[src/rtl/trig_seq_pkg.sv]
package trig_seq_pkg;
  // ceiling of ns * mhz / 1000, in cycles
  function automatic int unsigned ns_to_cyc(int unsigned ns, int unsigned mhz);
    return (ns * mhz + 999) / 1000;
  endfunction

  localparam int unsigned BLK_MIN_NS  = 10;
  localparam int unsigned BLK_MAX_NS  = 1000;
  localparam int unsigned DEAD_MIN_NS = 20;
  localparam int unsigned TIM_NS      = 5;
  localparam int unsigned SLOW_MIN_NS = 500;
  localparam int unsigned SLOW_MAX_NS = 2500;
  localparam int unsigned SLOW_UNIT_NS = 10;
endpackage

[src/rtl/seq_width_conv.sv]
module seq_width_conv
  import trig_seq_pkg::*;
#(
  parameter int unsigned CLK_MHZ  = 125,
  parameter int unsigned BLK_NS_W = 10,
  parameter int unsigned SLOW_W_W = 8,
  parameter int unsigned BLKC_W   = 7,
  parameter int unsigned SLWC_W   = 9
) (
  input  logic [BLK_NS_W-1:0] blk_ns_i,
  input  logic [SLOW_W_W-1:0] slow_w_i,
  output logic [BLKC_W-1:0]   blk_cyc_o,
  output logic [BLKC_W-1:0]   dead_cyc_o,
  output logic [SLWC_W-1:0]   slow_cyc_o
);
  localparam int unsigned DEAD_MIN_CYC = ns_to_cyc(DEAD_MIN_NS, CLK_MHZ);
  localparam int unsigned BLK_MIN_CYC  = ns_to_cyc(BLK_MIN_NS, CLK_MHZ);
  localparam int unsigned BLK_MAX_CYC  = ns_to_cyc(BLK_MAX_NS, CLK_MHZ);
  localparam int unsigned SLW_MIN_CYC  = ns_to_cyc(SLOW_MIN_NS, CLK_MHZ);
  localparam int unsigned SLW_MAX_CYC  = ns_to_cyc(SLOW_MAX_NS, CLK_MHZ);

  logic [31:0] blk_cl, slow_cl;

  always_comb begin
    blk_cl = 32'(blk_ns_i);
    if (blk_cl < BLK_MIN_NS) blk_cl = BLK_MIN_NS;
    if (blk_cl > BLK_MAX_NS) blk_cl = BLK_MAX_NS;
    slow_cl = 32'(slow_w_i) * SLOW_UNIT_NS;
    if (slow_cl < SLOW_MIN_NS) slow_cl = SLOW_MIN_NS;
    if (slow_cl > SLOW_MAX_NS) slow_cl = SLOW_MAX_NS;
  end

  always_comb begin
    blk_cyc_o  = BLKC_W'((blk_cl * CLK_MHZ + 32'd999) / 32'd1000);
    slow_cyc_o = SLWC_W'((slow_cl * CLK_MHZ + 32'd999) / 32'd1000);
    if (32'(blk_cyc_o) < DEAD_MIN_CYC) dead_cyc_o = BLKC_W'(DEAD_MIN_CYC);
    else                               dead_cyc_o = blk_cyc_o;
  end

  always_comb begin
    AST_BLK_RANGE: assert (32'(blk_cyc_o) >= BLK_MIN_CYC && 32'(blk_cyc_o) <= BLK_MAX_CYC);
    AST_DEAD_FLOOR: assert (dead_cyc_o >= blk_cyc_o && 32'(dead_cyc_o) >= DEAD_MIN_CYC);
    AST_SLOW_RANGE: assert (32'(slow_cyc_o) >= SLW_MIN_CYC && 32'(slow_cyc_o) <= SLW_MAX_CYC);
  end
endmodule

[src/rtl/seq_pulse.sv]
module seq_pulse #(
  parameter int unsigned CW = 8
) (
  input  logic          clk_i,
  input  logic          rst_ni,
  input  logic          load_i,
  input  logic [CW-1:0] len_i,
  output logic          out_o
);
  logic [CW-1:0] cnt_q;

  always_ff @(posedge clk_i or negedge rst_ni) begin
    if (!rst_ni)             cnt_q <= '0;
    else if (load_i)         cnt_q <= len_i;
    else if (cnt_q != '0)    cnt_q <= cnt_q - CW'(1);
  end

  assign out_o = (cnt_q != '0);

  AST_PULSE_LOAD: assert property (@(posedge clk_i) disable iff (!rst_ni)
    load_i && (len_i != '0) |=> out_o);
  AST_PULSE_END: assert property (@(posedge clk_i) disable iff (!rst_ni)
    out_o && !load_i && (cnt_q == CW'(1)) |=> !out_o);
endmodule

[src/rtl/trig_out_seq.sv]
module trig_out_seq
  import trig_seq_pkg::*;
#(
  parameter int unsigned CLK_MHZ  = 125,
  parameter int unsigned IND_US   = 3000,
  parameter int unsigned BLK_NS_W = 10,
  parameter int unsigned SLOW_W_W = 8,
  parameter int unsigned N_TIM    = 2
) (
  input  logic                clk_i,
  input  logic                rst_ni,
  input  logic                trig_i,
  input  logic                gate_i,
  input  logic                gated_i,
  input  logic [BLK_NS_W-1:0] blk_ns_i,
  input  logic [SLOW_W_W-1:0] slow_w_i,
  input  logic                slow_inv_i,
  output logic [N_TIM-1:0]    tim_o,
  output logic                blk_o,
  output logic                slow_o,
  output logic                ind_o
);
  localparam int unsigned TIM_RAW  = ns_to_cyc(TIM_NS, CLK_MHZ);
  localparam int unsigned TIM_CYC  = (TIM_RAW < 1) ? 1 : TIM_RAW;
  localparam int unsigned TIMC_W   = $clog2(TIM_CYC + 1);
  localparam int unsigned BLKC_W   = $clog2(ns_to_cyc(BLK_MAX_NS, CLK_MHZ) + 1);
  localparam int unsigned SLWC_W   = $clog2(ns_to_cyc(SLOW_MAX_NS, CLK_MHZ) + 1);
  localparam int unsigned IND_CYC  = IND_US * CLK_MHZ;
  localparam int unsigned INDC_W   = $clog2(IND_CYC + 1);
  localparam int unsigned DEAD_MIN_CYC = ns_to_cyc(DEAD_MIN_NS, CLK_MHZ);

  logic [BLKC_W-1:0] blk_cyc, dead_cyc, dead_len;
  logic [SLWC_W-1:0] slow_cyc;
  logic busy, acc, slow_act;

  seq_width_conv #(
    .CLK_MHZ(CLK_MHZ), .BLK_NS_W(BLK_NS_W), .SLOW_W_W(SLOW_W_W),
    .BLKC_W(BLKC_W), .SLWC_W(SLWC_W)
  ) i_conv (
    .blk_ns_i(blk_ns_i), .slow_w_i(slow_w_i),
    .blk_cyc_o(blk_cyc), .dead_cyc_o(dead_cyc), .slow_cyc_o(slow_cyc)
  );

  // gate qualifies only the trigger cycle
  assign acc      = trig_i && !busy && (!gated_i || gate_i);
  // dead counter covers the cycles after the accept edge
  assign dead_len = dead_cyc - BLKC_W'(1);

  seq_pulse #(.CW(BLKC_W)) i_dead (
    .clk_i(clk_i), .rst_ni(rst_ni), .load_i(acc), .len_i(dead_len), .out_o(busy));

  seq_pulse #(.CW(BLKC_W)) i_blk (
    .clk_i(clk_i), .rst_ni(rst_ni), .load_i(acc), .len_i(blk_cyc), .out_o(blk_o));

  seq_pulse #(.CW(SLWC_W)) i_slow (
    .clk_i(clk_i), .rst_ni(rst_ni), .load_i(acc), .len_i(slow_cyc), .out_o(slow_act));

  seq_pulse #(.CW(INDC_W)) i_ind (
    .clk_i(clk_i), .rst_ni(rst_ni), .load_i(acc), .len_i(INDC_W'(IND_CYC)), .out_o(ind_o));

  for (genvar g = 0; g < N_TIM; g++) begin : g_tim
    seq_pulse #(.CW(TIMC_W)) i_tim (
      .clk_i(clk_i), .rst_ni(rst_ni), .load_i(acc), .len_i(TIMC_W'(TIM_CYC)),
      .out_o(tim_o[g]));
  end

  assign slow_o = slow_act ^ slow_inv_i;

  AST_SET_ALIGNED: assert property (@(posedge clk_i) disable iff (!rst_ni)
    acc |=> (&tim_o) && blk_o && ind_o && (slow_o != slow_inv_i));
  AST_HOLDOFF: assert property (@(posedge clk_i) disable iff (!rst_ni)
    acc |=> !acc);
  AST_GATE_QUAL: assert property (@(posedge clk_i) disable iff (!rst_ni)
    $rose(blk_o) |-> $past(!gated_i || gate_i));

  if (DEAD_MIN_CYC >= 3) begin : g_dead_chk
    AST_DEAD_MIN: assert property (@(posedge clk_i) disable iff (!rst_ni)
      acc |=> ##1 !acc);
  end
endmodule

[config.mk]
export PLATFORM = sky130hd
export DESIGN_NAME = trig_out_seq
export DESIGN_NICKNAME = d
export VERILOG_FILES = /design/src/rtl/trig_seq_pkg.sv /design/src/rtl/seq_width_conv.sv /design/src/rtl/seq_pulse.sv /design/src/rtl/trig_out_seq.sv
export SDC_FILE = /design/constraint.sdc
export NUM_CORES = 1
export LEC_CHECK = 0
export CELL_PAD_IN_SITES_DETAIL_PLACEMENT = 0
export CELL_PAD_IN_SITES_GLOBAL_PLACEMENT = 1
export CORE_MARGIN = 3
export CORE_UTILIZATION = 49
export CTS_CLUSTER_DIAMETER = 100
export DETAILED_ROUTE_END_ITERATION = 12
export PLACE_DENSITY_LB_ADDON = 0.3
export SLEW_MARGIN = 25
export SYNTH_ARGS = -nofsm -noshare
export SYNTH_HDL_FRONTEND = slang
export SYNTH_SLANG_ARGS = --single-unit
export TNS_END_PERCENT = 1
[constraint.sdc]
create_clock -name clk_i -period 3.8 [get_ports clk_i]
set_input_delay 0.38 -clock clk_i [delete_from_list [all_inputs] [get_ports clk_i]]
set_output_delay 0.38 -clock clk_i [all_outputs]
set_load 0.005 [all_outputs]
After elaboration in Yosys (flattened, before gate mapping)
Cells that the tools add are included.
{"block": "totals", "register_bits": 44, "input_bits": 24, "elab_cells": 56}
{"block": "op_classes", "magnitude_cmp": 5, "bitwise": 1, "n_mux": 17, "div": 2, "n_addsub": 9, "multipliers": 3, "n_reduce_logical": 13}
{"op": "32-bit by 10-bit adder with 32-bit output (second input constant)", "n": 2}
{"op": "32-bit by 10-bit divider with 32-bit output (second input constant)", "n": 2}
{"op": "19-bit two-way mux", "n": 2}
{"op": "7-bit two-way mux", "n": 5}
{"op": "12-bit two-way mux", "n": 2}
{"op": "7-bit by 1-bit subtractor with 7-bit output (second input constant)", "n": 3}
{"op": "10-bit two-way mux", "n": 2}
{"op": "12-bit by 7-bit multiplier with 19-bit output (second input constant)", "n": 1}
{"op": "19-bit nonzero test", "n": 1}
{"op": "19-bit by 1-bit subtractor with 19-bit output (second input constant)", "n": 1}
{"op": "9-bit two-way mux", "n": 2}
{"op": "10-bit by 7-bit multiplier with 17-bit output (second input constant)", "n": 1}
{"op": "7-bit nonzero test", "n": 2}
{"op": "12-bit > comparator (second input constant)", "n": 1}
{"op": "12-bit by 9-bit less-than comparator with 1-bit output (second input constant)", "n": 1}
{"op": "8-bit by 3-bit multiplier with 11-bit output (second input constant)", "n": 1}
{"op": "10-bit > comparator (second input constant)", "n": 1}
{"op": "10-bit by 4-bit less-than comparator with 1-bit output (second input constant)", "n": 1}
{"op": "9-bit nonzero test", "n": 1}
{"op": "9-bit by 1-bit subtractor with 9-bit output (second input constant)", "n": 1}
{"op": "2-bit nonzero test", "n": 4}
{"op": "7-bit by 2-bit less-than comparator with 1-bit output (second input constant)", "n": 1}
{"op": "1-bit two-way mux", "n": 4}
{"op": "1-bit logical AND", "n": 2}
{"op": "other kinds (4)", "n": 6}

Logic depth before layout (Yosys ltp)
{"block": "logic_depth", "ltp_word": 11, "depth_mapped": 59, "depth_no_buf": 53}

By module
From an unflattened synthesis, not the netlist that was laid out.
{"block": "hier_totals", "cells_unflattened": 1954, "hier_area_um2": 14948.1}
{"mod": "seq_width_conv", "n_inst": 1, "area_each_um2": 12246.7, "seq_area_each_um2": 0.0, "cells_each": 1667}
{"mod": "seq_pulse (i_ind)", "n_inst": 1, "area_each_um2": 1064.8, "seq_area_each_um2": 475.5, "cells_each": 115}
{"mod": "seq_pulse (i_blk ...)", "n_inst": 2, "area_each_um2": 437.9, "seq_area_each_um2": 175.2, "cells_each": 44}
{"mod": "seq_pulse (i_slow)", "n_inst": 1, "area_each_um2": 565.5, "seq_area_each_um2": 225.2, "cells_each": 60}
{"mod": "trig_out_seq", "n_inst": 1, "area_each_um2": 132.6, "seq_area_each_um2": 0.0, "cells_each": 20}
{"mod": "seq_pulse (g_tim[0].i_tim ...)", "n_inst": 2, "area_each_um2": 31.3, "seq_area_each_um2": 25.0, "cells_each": 2}

Least setup slack after synthesis
No wires, ideal clock.
{"block": "synth_timing", "path_kind": "in2reg", "start": "input port slow_w_i[1]", "end": "register i_slow.cnt_q[0]", "setup_time_ns": 0.101, "arrival_ns": 14.114, "cell_stages": 54, "t_required_ns": 3.699, "setup_slack_ns": -10.415, "n_path_buf": 3, "path_cell_list": "ha_1 ha_1 fa_1 xnor2_1 or4_4 o211a_1 mux2_2 nand2_1 inv_1 fa_1 fa_1 inv_1 fa_1 inv_1 fa_1 inv_1 ha_1 a21o_1 [... 18 more ...] a211oi_1 o21ai_2 o21ai_4 and3_1 or2_1 buf_2 a211oi_2 or3_1 buf_4 nor4_4 a21o_1 buf_6 nand2_1 o221a_4 a21boi_2 o31ai_1 or3_1 o32ai_1"}
{"block": "synth_between", "elab_chain_cells": 9}
{"item": "from (decl)", "line": "trig_out_seq.sv:16", "rtl": "input logic [SLOW_W_W-1:0] slow_w_i,"}
{"item": "8-bit by 3-bit multiplier with 11-bit output (*)", "line": "seq_width_conv.sv:28", "rtl": "slow_cl = 32'(slow_w_i) * SLOW_UNIT_NS;"}
{"item": "12-bit by 9-bit less-than comparator with 1-bit output", "line": "seq_width_conv.sv:29", "rtl": "if (slow_cl < SLOW_MIN_NS) slow_cl = SLOW_MIN_NS;"}
{"item": "12-bit two-way mux (*)", "line": "seq_width_conv.sv:29"}
{"item": "12-bit > comparator", "line": "seq_width_conv.sv:30", "rtl": "if (slow_cl > SLOW_MAX_NS) slow_cl = SLOW_MAX_NS;"}
{"item": "12-bit two-way mux (*)", "line": "seq_width_conv.sv:30"}
{"item": "12-bit by 7-bit multiplier with 19-bit output (*)", "line": "seq_width_conv.sv:35", "rtl": "slow_cyc_o = SLWC_W'((slow_cl * CLK_MHZ + 32'd999) / 32'd1000);"}
{"item": "32-bit by 10-bit adder with 32-bit output (*)", "line": "seq_width_conv.sv:35"}
{"item": "32-bit by 10-bit divider with 32-bit output (*)", "line": "seq_width_conv.sv:35"}
{"item": "9-bit two-way mux (*)", "line": "seq_pulse.sv:14", "rtl": "else if (load_i) cnt_q <= len_i;"}
{"item": "to (signal assigned)", "line": "seq_pulse.sv:14"}
{"item": "to (signal assigned)", "line": "seq_pulse.sv:15", "rtl": "else if (cnt_q != '0) cnt_q <= cnt_q - CW'(1);"}
{"item": "to (decl)", "line": "seq_pulse.sv:10", "rtl": "logic [CW-1:0] cnt_q;"}
Mark *: on every way between the ends. The rest lies on a longest branch, timed or not.
A chain may end at the register's enable or synchronous reset.

Worst setup path after layout
{"block": "layout_timing", "start": "input port slow_w_i[7]", "end": "register i_slow.cnt_q[0]"}
Same word-level chain as after synthesis.

==> impl_metrics.csv <==
group,metric,value,unit
logic_synthesis,ys_ff_latch,43,
cts,tritoncts,"done",
timing,rsz0062_at_grt,"yes",
worst_setup_path,crit_arrival,14.34,ns
job,maxCapViolations,0,
logic_synthesis,yosys-top-cells-area,"ha_1, fa_1, dfrtp_1",
cts,cts_root_buf,"clkbuf_16",
worst_setup_path,cp_max_fo,7,
global_route,grt_pass1_vias,16724,
floorplanning,initial_utilization,50.19,%
global_route,grt.overflow.total,0,
timing,report.final.slew_viol_count,0,
worst_setup_path,cp.required,3.94,ns
worst_setup_path,rrSetupSlack,0.73,ns
worst_setup_path,crit_type,"primary input to flop",
worst_setup_path,crit_family,"compound AO/OA/AOI/OAI gates",
worst_setup_path,cpMostUsedCell,"buf_4",
outcome,violations,"negative setup slack",
final_layout,final_common_cell,"buf_4",
timing,layout_min_cycle_time,14.20,ns
final_layout,nNetsFinal,2590,
timing,tightest_slew,0.7541,ns
timing,setup_tns,-168.84,ns
detailed_routing,drc,0,
timing,finalHoldViolCount,0,
detailed_routing,vias,16332,
global_route,antenna_found_initial,0,
detailed_routing,ant_nets,0,
global_route,grt_max_degree,44,
floorplanning,dieWidth,170.1,um
worst_setup_path,path_depth,62,
timing,fin_ws,-10.40,ns
floorplanning,die_h,170.1,um
worst_setup_path,worstReg2RegEnd,"i_dead.cnt_q[3]",
floorplanning,placementRows,59,
cts,clock-sinks,43,
worst_setup_path,endpoint,"i_slow.cnt_q[0]",
logic_synthesis,synthArstFlopShare,100.0,%
global_route,grt_util_all_layers,30.23,%
timing,period_share,373.8,%
timing,setup_violations,23,
final_layout,final_cell_mix,"buf_4, nand2_1, inv_1",
cts,clockBufferDepth,2,
timing,clock_skew,0.004384,ns
logic_synthesis,synth.net_count,1931,
worst_setup_path,path_buf_inv,15,
floorplanning,ios,29,
worst_setup_path,max_stage_delay,0.57,ns
logic_synthesis,avgSynthCellArea,7.580,um2
hold_path,min_path_type,"primary input to async pin",
cts,insertion_delay,0.28,ns
final_layout,diodes,0,
timing,clock.fmax,70.40,MHz
cts,clkTransAtPathRegs,0.06,ns
floorplanning,die-area,0.02892,mm2
worst_setup_path,regToRegStartpoint,"i_dead.cnt_q[0]",
logic_synthesis,seq_area_frac_synth,8.159,%
timing,slew_headroom,49.02,%
logic_synthesis,yosysWarnings,0,
detailed_routing,viasPerCell,5.971,
detailed_routing,wl_per_cell,16.46,um
logic_synthesis,yosys.area.top_type_share,9.866,%
logic_synthesis,yosysUniqueCellTypes,125,
outcome,status,"complete, but fails checks",
placement,hpwl,34.12,mm
logic_synthesis,synth_edf_count,0,
final_layout,drive_above_1_share,38.96,%
cts,cts_buffers,5,
worst_setup_path,reg2regPathDepth,10,
logic_synthesis,synth_area,0.01319,mm2
logic_synthesis,yosysTopAreaCell,"ha_1",
worst_setup_path,startpoint,"slow_w_i[7]",
global_route,grt_pass1_wl,75.98,mm
placement,io_buffers,28,
cts,h-tree-depth,2,
placement,gp_congestion,0.9281,
detailed_routing,routed_wl,45.01,mm
logic_synthesis,synth_ff_type,"dfrtp_1",
worst_setup_path,worstSetupStartpointType,"primary input",
detailed_routing,drtIter0Drc,1515,
worst_setup_path,critPathCaptureType,"flop",
floorplanning,core_area,0.02628,mm2
detailed_routing,first_pass_iters,6,
worst_setup_path,slowest_stage,"or4_4",
final_layout,area_growth,52.94,%
logic_synthesis,netlist_instances,1740,
==> sequential cells by signal (all words and copies together) (netlist names) <==
signal,count
i_slow.cnt_q,9
i_dead.cnt_q,7
i_ind.cnt_q,19
i_blk.cnt_q,7
g_tim.i_tim.out_o,1
==> metal layers <==
layer,vias up,routed length (um),GRT usage [%]
met3,134,2220,3.206
met2,568,22750,55.80
met5,-,0,0
met1,7823,18760,37.27
met4,0,1283,8.289
li1,7807,-,-
==> through the flow <==
stage	worst slack, ns	hold WS (ns)	utilization, %	cell area (um2)	cells
5_1_grt	-10.88	0.1213	76.75	20170	2735
6_report	-10.40	0.08545	76.75	20170	2735
4_1_cts	-9.925	0.2879	75.90	19950	2730
3_3_place_gp	-10.39	0.4802	71.70	18840	2681
2_1_floorplan	-9.843	0.08441	-	13640	1740
3_5_place_dp	-10.94	0.5032	71.70	18840	2681
==> cell families after synthesis <==
group                      count (synthesis)  synth area share [%]
and+or+nand+nor                          624                 24.46
AOI/OAI and AO/OA                        563                 31.35
muxes                                     21                 1.698
DFF                                       43                 8.159
adders and majority gates                169                 19.59
xor gates and xnor gates                 132                 9.041
buffers and inverters                    188                 5.701
==> synth_stat cells, types with 8 or more instances <==
cell type,number
nor2_1,136
o22ai_1,9
o221ai_1,9
or2_2,14
nand2b_1,19
a21o_1,17
nor3_1,53
o31ai_1,19
nand4_1,15
xor2_1,42
nand3_1,61
nor4_1,23
o21a_1,26
or3_1,29
a31o_2,8
a211o_1,15
xnor2_1,86
fa_1,63
dfrtp_1,43
or4_1,15
nand2_1,150
a31oi_1,31
o211a_1,13
mux2i_1,13
clkbuf_1,31
ha_1,104
o21ai_0,83
o211ai_1,32
and2_1,25
o2111ai_1,10
a21oi_1,110
and3_1,22
inv_1,139
o21ai_1,14
a211oi_1,27
nor2b_1,8
==> cell type report <==
| cell class | instances | area, um2 |
|---|---|---|
| Clock buffer | 5 | 125.1 |
| Clock inverter | 3 | 43.79 |
| Fill cell | 1851 | 6110 |
| Inverter | 141 | 531.8 |
| Multi-Input combinational cell | 1509 | 12570 |
| Sequential cell | 43 | 1076 |
| Tap cell | 335 | 419.2 |
| Timing Repair Buffer | 699 | 5401 |
==> repair_timing <==
item                                    4_1_cts  5_1_grt
pin swaps                                    76       19
hold buffers                                  0        0
gates resized for setup                     119       38
endpoints found under the setup margin       23       23
buffers inserted                             42        5
==> worst reg2reg max path, delay by kind of cell (launching register included) <==
kind / cells / cell delay (ns)
simple gates: 5 / 1.18
compound gates: 1 / 0.42
buf+inv: 3 / 0.73
xor+xnor: 1 / 0.20
flops: 1 / 0.42
==> how the worst min path moves through the flow <==
stage	cells past startpoint	slack, ns	to	startpoint
after floorplan	0	0.08	g_tim[0].i_tim.out_o	rst_ni
after CTS	1	0.29	i_ind.cnt_q[18]	rst_ni
after global placement	2	0.48	i_ind.cnt_q[18]	i_ind.cnt_q[18]
after global routing	1	0.12	i_ind.cnt_q[18]	rst_ni
final	1	0.09	i_ind.cnt_q[0]	rst_ni
after detailed placement	2	0.50	i_ind.cnt_q[18]	i_ind.cnt_q[18]
Power is not shown: default switching activity piles up to over one toggle a cycle in this logic, so the estimate is an artifact.
